--- config.mk ---
export PLATFORM = sky130hd
export DESIGN_NAME = frame_irq_gen
export DESIGN_NICKNAME = d
export VERILOG_FILES = /design/src/rtl/frame_irq_pkg.sv /design/src/rtl/frame_sync_edge.sv /design/src/rtl/frame_line_ctr.sv /design/src/rtl/frame_irq_edge.sv /design/src/rtl/frame_irq_gen.sv
export SDC_FILE = /design/constraint.sdc
export NUM_CORES = 1
export LEC_CHECK = 0
export CAP_MARGIN = 10
export CORE_MARGIN = 4
export CORE_UTILIZATION = 42
export DETAILED_ROUTE_END_ITERATION = 10
export GPL_ROUTABILITY_DRIVEN = 0
export GPL_TIMING_DRIVEN = 1
export HOLD_SLACK_MARGIN = 0.15
export PLACE_DENSITY = 0.64
export SLEW_MARGIN = 20
export SYNTH_ARGS = -nofsm -noshare
export SYNTH_HDL_FRONTEND = slang
export SYNTH_HIERARCHICAL = 1
export SYNTH_SLANG_ARGS = --single-unit
--- constraint.sdc ---
create_clock -name clk -period 3.65 [get_ports clk]
set_input_delay 0.73 -clock clk [delete_from_list [all_inputs] [get_ports clk]]
set_output_delay 0.73 -clock clk [all_outputs]
set_load 0.02 [all_outputs]
--- src/rtl/frame_irq_pkg.sv ---
package frame_irq_pkg;

    typedef enum logic [1:0] {
        SRC_EXT   = 2'd0,
        SRC_TUSER = 2'd1,
        SRC_FREE  = 2'd2,
        SRC_FREE2 = 2'd3
    } sync_src_e;

    typedef struct packed {
        logic long_f;
        logic short_f;
    } frame_err_t;

    function automatic logic fell(input logic prev_lvl, input logic cur_lvl);
        return prev_lvl & ~cur_lvl;
    endfunction

endpackage

--- src/rtl/frame_sync_edge.sv ---
module frame_sync_edge
    import frame_irq_pkg::*;
(
    input  logic      clk,
    input  logic      rst,
    input  sync_src_e sel,
    input  logic      ext_sync,
    input  logic      tuser,
    output logic      sync_ev,
    output logic      free_run
);
    logic src_lvl;
    logic prev_q;

    always_comb begin
        unique case (sel)
            SRC_EXT:   src_lvl = ext_sync;
            SRC_TUSER: src_lvl = tuser;
            default:   src_lvl = 1'b0;
        endcase
    end

    assign free_run = (sel == SRC_FREE) || (sel == SRC_FREE2);

    always_ff @(posedge clk) begin
        if (rst) prev_q <= 1'b0;
        else     prev_q <= src_lvl;
    end

    assign sync_ev = fell(prev_q, src_lvl);


    no_free_sync_chk: assert property (@(posedge clk) disable iff (rst)
        (free_run && $past(free_run)) |-> !sync_ev);

endmodule

--- src/rtl/frame_line_ctr.sv ---
module frame_line_ctr
    import frame_irq_pkg::*;
#(
    parameter int LINE_W = 12
) (
    input  logic              clk,
    input  logic              rst,
    input  logic              free_run,
    input  logic              sync_ev,
    input  logic              line_beat,
    input  logic [LINE_W-1:0] cfg_lines,
    input  frame_err_t        err_clr,
    output logic              done,
    output frame_err_t        err
);
    localparam logic [LINE_W-1:0] ZERO = '0;

    logic [LINE_W-1:0] cnt_q, cnt_d, tgt_q, tgt_d;
    logic [LINE_W-1:0] base_cnt, base_tgt, inc;
    logic              done_q, done_d, base_done;
    logic              short_hit, long_hit;
    frame_err_t        err_q, err_d;

    always_comb begin
        base_cnt  = sync_ev ? ZERO : cnt_q;
        base_tgt  = sync_ev ? cfg_lines : tgt_q;
        base_done = sync_ev ? 1'b0 : done_q;
        cnt_d     = base_cnt;
        tgt_d     = base_tgt;
        done_d    = base_done;
        inc       = base_cnt + 1'b1;
        short_hit = sync_ev && !done_q && (tgt_q != ZERO);
        long_hit  = 1'b0;
        if (free_run && base_tgt == ZERO) tgt_d = cfg_lines;
        if (line_beat) begin
            if (base_done && !free_run) begin
                long_hit = 1'b1;
            end else begin
                done_d = (base_tgt != ZERO) && (inc == base_tgt);
                if (free_run && done_d) begin
                    cnt_d = ZERO;
                    tgt_d = cfg_lines;
                end else begin
                    cnt_d = inc;
                end
            end
        end
        err_d.short_f = short_hit | (err_q.short_f & ~err_clr.short_f);
        err_d.long_f  = long_hit  | (err_q.long_f  & ~err_clr.long_f);
    end

    always_ff @(posedge clk) begin
        if (rst) begin
            cnt_q  <= ZERO;
            tgt_q  <= cfg_lines;
            done_q <= 1'b1;
            err_q  <= '0;
        end else begin
            cnt_q  <= cnt_d;
            tgt_q  <= tgt_d;
            done_q <= done_d;
            err_q  <= err_d;
        end
    end

    assign done = done_q;
    assign err  = err_q;


    no_overcount_chk: assert property (@(posedge clk) disable iff (rst)
        (tgt_q != ZERO) |-> (cnt_q <= tgt_q));


    done_hold_chk: assert property (@(posedge clk) disable iff (rst)
        (done_q && !sync_ev && !free_run) |=> done_q);


    short_sticky_chk: assert property (@(posedge clk) disable iff (rst)
        (err_q.short_f && !err_clr.short_f) |=> err_q.short_f);


    long_sticky_chk: assert property (@(posedge clk) disable iff (rst)
        (err_q.long_f && !err_clr.long_f) |=> err_q.long_f);

endmodule

--- src/rtl/frame_irq_edge.sv ---
module frame_irq_edge (
    input  logic clk,
    input  logic rst,
    input  logic level,
    output logic pulse
);
    logic lvl_q;

    always_ff @(posedge clk) begin
        if (rst) lvl_q <= 1'b1;
        else     lvl_q <= level;
    end

    assign pulse = level & ~lvl_q;


    irq_single_chk: assert property (@(posedge clk) disable iff (rst)
        pulse |=> !pulse);

endmodule

--- src/rtl/frame_irq_gen.sv ---
module frame_irq_gen
    import frame_irq_pkg::*;
#(
    parameter int LINE_W = 12
) (
    input  logic              clk,
    input  logic              rst,
    input  logic [1:0]        cfg_sync_sel,
    input  logic [LINE_W-1:0] cfg_lines,
    input  logic              ext_sync,
    input  logic              s_tvalid,
    input  logic              s_tready,
    input  logic              s_tlast,
    input  logic              s_tuser,
    input  logic [1:0]        err_clr,
    output logic              frame_done,
    output logic              irq,
    output logic              err_short,
    output logic              err_long
);
    logic       sync_ev, free_run, line_beat;
    frame_err_t err, clr;

    assign line_beat = s_tvalid & s_tready & s_tlast;
    assign clr       = frame_err_t'(err_clr);

    frame_sync_edge u_sync (
        .clk      (clk),
        .rst      (rst),
        .sel      (sync_src_e'(cfg_sync_sel)),
        .ext_sync (ext_sync),
        .tuser    (s_tuser),
        .sync_ev  (sync_ev),
        .free_run (free_run)
    );

    frame_line_ctr #(.LINE_W(LINE_W)) u_ctr (
        .clk       (clk),
        .rst       (rst),
        .free_run  (free_run),
        .sync_ev   (sync_ev),
        .line_beat (line_beat),
        .cfg_lines (cfg_lines),
        .err_clr   (clr),
        .done      (frame_done),
        .err       (err)
    );

    frame_irq_edge u_irq (
        .clk   (clk),
        .rst   (rst),
        .level (frame_done),
        .pulse (irq)
    );

    assign err_short = err.short_f;
    assign err_long  = err.long_f;


    irq_needs_done_chk: assert property (@(posedge clk) disable iff (rst)
        irq |-> frame_done);

endmodule

==> results by group <==
Place
  • I/O Buffers: 26
  • Placed insts: 296
  • Post-DP HPWL: 3485 um

Synthesis
  • Seq/Total Area, Yosys: 0.3100
  • Mapped Nets: 245
  • Yosys top cell by area: dfxtp_1
  • Syn_area_per_cell: 8.437 um2
  • Post-synth EDFFs: 0
  • Post-Synthesis Cells: 222
  • FFs w/ async S/R, synth: 0
  • Number of synthesized register bits: 29
  • Synth top area cells: dfxtp_1, mux2_4, a21oi_1, nand2_1, nor2_1
  • Synth Flop Type: dfxtp_1
  • Synth unique cells: 52
  • Post-synthesis cell area: 1873 um2
  • Synth top area share: 0.3100
  • YS warnings: 6

CTS
  • Clock slew at the register clock pins of the worst setup and hold paths: 0.06 ns
  • # hold bufs at CTS: 0
  • CTS root buffer: clkbuf_8
  • Num CTS Buffers: 5
  • Clock Path Buffers: 2
  • Clock latency on the worst-skew pair: 0.27 ns
  • CTS tree: built
  • CTS Sinks: 29
  • Buffer count from post-CTS setup fixing: 0
  • H-tree depth: 2
  • PostCTS Resize Cnt: 0

Run status
  • Outcome: completed

Timing
  • Minimum clock period: 3.249 ns
  • Final hold vios: 0
  • Skew final: 0.004359 ns
  • Worst Tran Pin Value: 0.6261 ns
  • Worst slew margin: 0.5798
  • Highest clock rate: 307.8 MHz
  • Setup Viol. Count Final: 0
  • RSZ-0062 raised after global routing: false
  • Period utilisation layout: 0.8900
  • Slew Limit Fails: 0
  • Final TNS setup: 0 ns

GRT
  • Initial antenna violation count: 0
  • Number of global-route vias before repair: 1,474
  • Global route total overflow: 0
  • Met3 global-route usage: 0.03071
  • Met1 GRT Util: 0.2303
  • GR Util met2: 0.2576
  • First-pass GRT wire length: 7079 um
  • Pin count of the biggest net entering global routing: 19
  • Global routing's busiest layer: met2
  • Total GRT Usage: 0.1675

Power and ir drop
  • Sw Share: 0.2599
  • NetSw: 0.0001993 W
  • Clock power frac: 0.346
  • Logic gate share of total power: 0.186
  • PD cells: 334.1 nW/um2
  • Peak supply drop: 159.4 uV
  • Sequential power share: 0.468
  • Lkg Pwr: 0.8703 nW
  • Pint: 0.0005674 W

Critical path
  • Crit path max fanout: 8
  • Startpoint types: input pin
  • Crit path DAT: 3.41 ns
  • Critical path type: input pin to register
  • CP Capture Type: register
  • FF-to-FF setup slack: 0.88 ns
  • CP required: 3.81 ns

Layout
  • Reg area: 580.6 um2
  • Fillcell total: 415
  • Final nets: 274
  • Layout cells sized above 1: 0.1434
  • Multi-input logic area: 1215 um2
  • Antenna Cells: 0
  • Area grow syn2layout: 22.51%
  • Non-filler cells, final: 303

Detailed routing
  • Final Routed Wirelength: 4463 um
  • Final ANT Viol Nets: 0
  • Initial DRT Pass Iterations: 5
  • Residual DRC: 0
  • 1st-iter DRT viols: 121
  • Total number of vias: 1,692
  • DR WL/cell: 14.73 um
  • Vias/cell: 5.584

Floorplan
  • Die Area: 5592 um2
  • Die Ht: 74.78 um
  • Starting Density: 0.4332
  • CORE AREA: 4324 um2
  • Die width: 74.78 um
  • IO Count: 27
  • Rows: 24

Worst hold path
  • Worst min path class: register to register

Run
  • Max Cap Viol: 0
[cells by family after synthesis]
kind of cell / synth area share
flops: 0.3100
buf+inv: 0.04409
simple gates: 0.2933
xor+xnor: 0.06547
mux: 0.1029
compound gates: 0.1844
[metrics by stage]
step	instance area [um2]	hold WS, ns	total power [W]	utilization	worst slack (ns)
detailed placement	2203	0.4649	0.0005084	0.5095	0.0001725
CTS	2290	0.4755	0.0007757	0.5295	0.2943
floorplan	1873	0.4898	0.0004521	-	0.6843
finish	2295	0.4722	0.0007666	0.5307	0.4014
global route	2295	0.4925	0.0008040	0.5307	0.1750
global placement	2203	0.4598	0.0005074	0.5095	0.02880
[sequential cells by signal, summed over array words and instances, names as in the netlist]
name	flops
u_ctr/done	1
u_ctr/cnt_q	12
u_sync/prev_q	1
u_irq/lvl_q	1
u_ctr/err	2
u_ctr/tgt_q	12
[path summary, 6_finish.rpt]
path | start | to | depth (start not counted)
max | cfg_sync_sel[0] | u_ctr/tgt_q[6]$_DFF_P_ | 12
min | u_ctr/err[1]$_SDFF_PP0_ | u_ctr/err[1]$_SDFF_PP0_ | 2
max reg2reg | u_ctr/cnt_q[0]$_SDFF_PP0_ | u_ctr/tgt_q[6]$_DFF_P_ | 9
min reg2reg | u_ctr/err[1]$_SDFF_PP0_ | u_ctr/err[1]$_SDFF_PP0_ | 2
[critical path: stages]
cell and delay [ns]:
clkdlybuf4s50_1 0.47, mux2i_1 0.22, o21a_1 0.24, inv_1 0.16
and4_1 0.22, o21ai_0 0.17, nand4_1 0.17, nor4_4 0.32
o21ai_2 0.08, nand2_2 0.16, buf_12 0.16, mux2_4 0.29
[final cells by class]
type / instances / area share
Timing Repair Buffer: 35 / 0.1483
Sequential cell: 29 / 0.2530
Clock buffer: 7 / 0.03762
Inverter: 2 / 0.003272
Multi-Input combinational cell: 178 / 0.5294
Tap cell: 52 / 0.02835
[cell usage in the layout (no fill, tap or decap), types with 2 or more instances in the layout]
cell type        count
a211o_1              2
a21boi_0             2
a21oi_1             18
a22oi_1              2
a311o_1              2
and2_1               6
and3_1               3
and4_1               3
buf_4                8
clkbuf_8             6
clkdlybuf4s50_1     26
dfxtp_1             29
inv_1                2
mux2_2               2
mux2_4              10
mux2i_1              2
nand2_1             22
nand2b_1             2
nand3_1              4
nand4_1              5
nor2_1              17
nor2b_1              9
nor3_1               8
nor4_1               4
o211ai_1             4
o21a_1               2
o21ai_0             10
o21ai_1              2
or3_1                2
xnor2_1              7
xor2_1               7
[synth_stat cells (all sizes together), types with 4 or more instances]
master / count
dfxtp: 29
nand2: 23
a21oi: 18
nor2: 17
o21ai: 13
mux2: 12
clkbuf: 9
nor2b: 9
nor3: 9
xnor2: 7
xor2: 7
and2: 6
nand4: 5
nor4: 5
o211ai: 5
buf: 4
nand3: 4
[layer usage]
metal,share of wire,up-vias
li1,-,867
met1,0.49,785
met2,0.45,33
met3,0.044,7
met4,0.015,0
met5,0,-
[power groups by stage]
stage | clock [W] | sequential [W] | combinational, W
floorplan | 0 | 0.000359 | 0.0000935
global placement | 0 | 0.000365 | 0.000142
detailed placement | 0 | 0.000366 | 0.000143
CTS | 0.000274 | 0.000359 | 0.000143
global route | 0.000288 | 0.000362 | 0.000154
finish | 0.000265 | 0.000359 | 0.000143
Power figures use the tool's default switching activity.
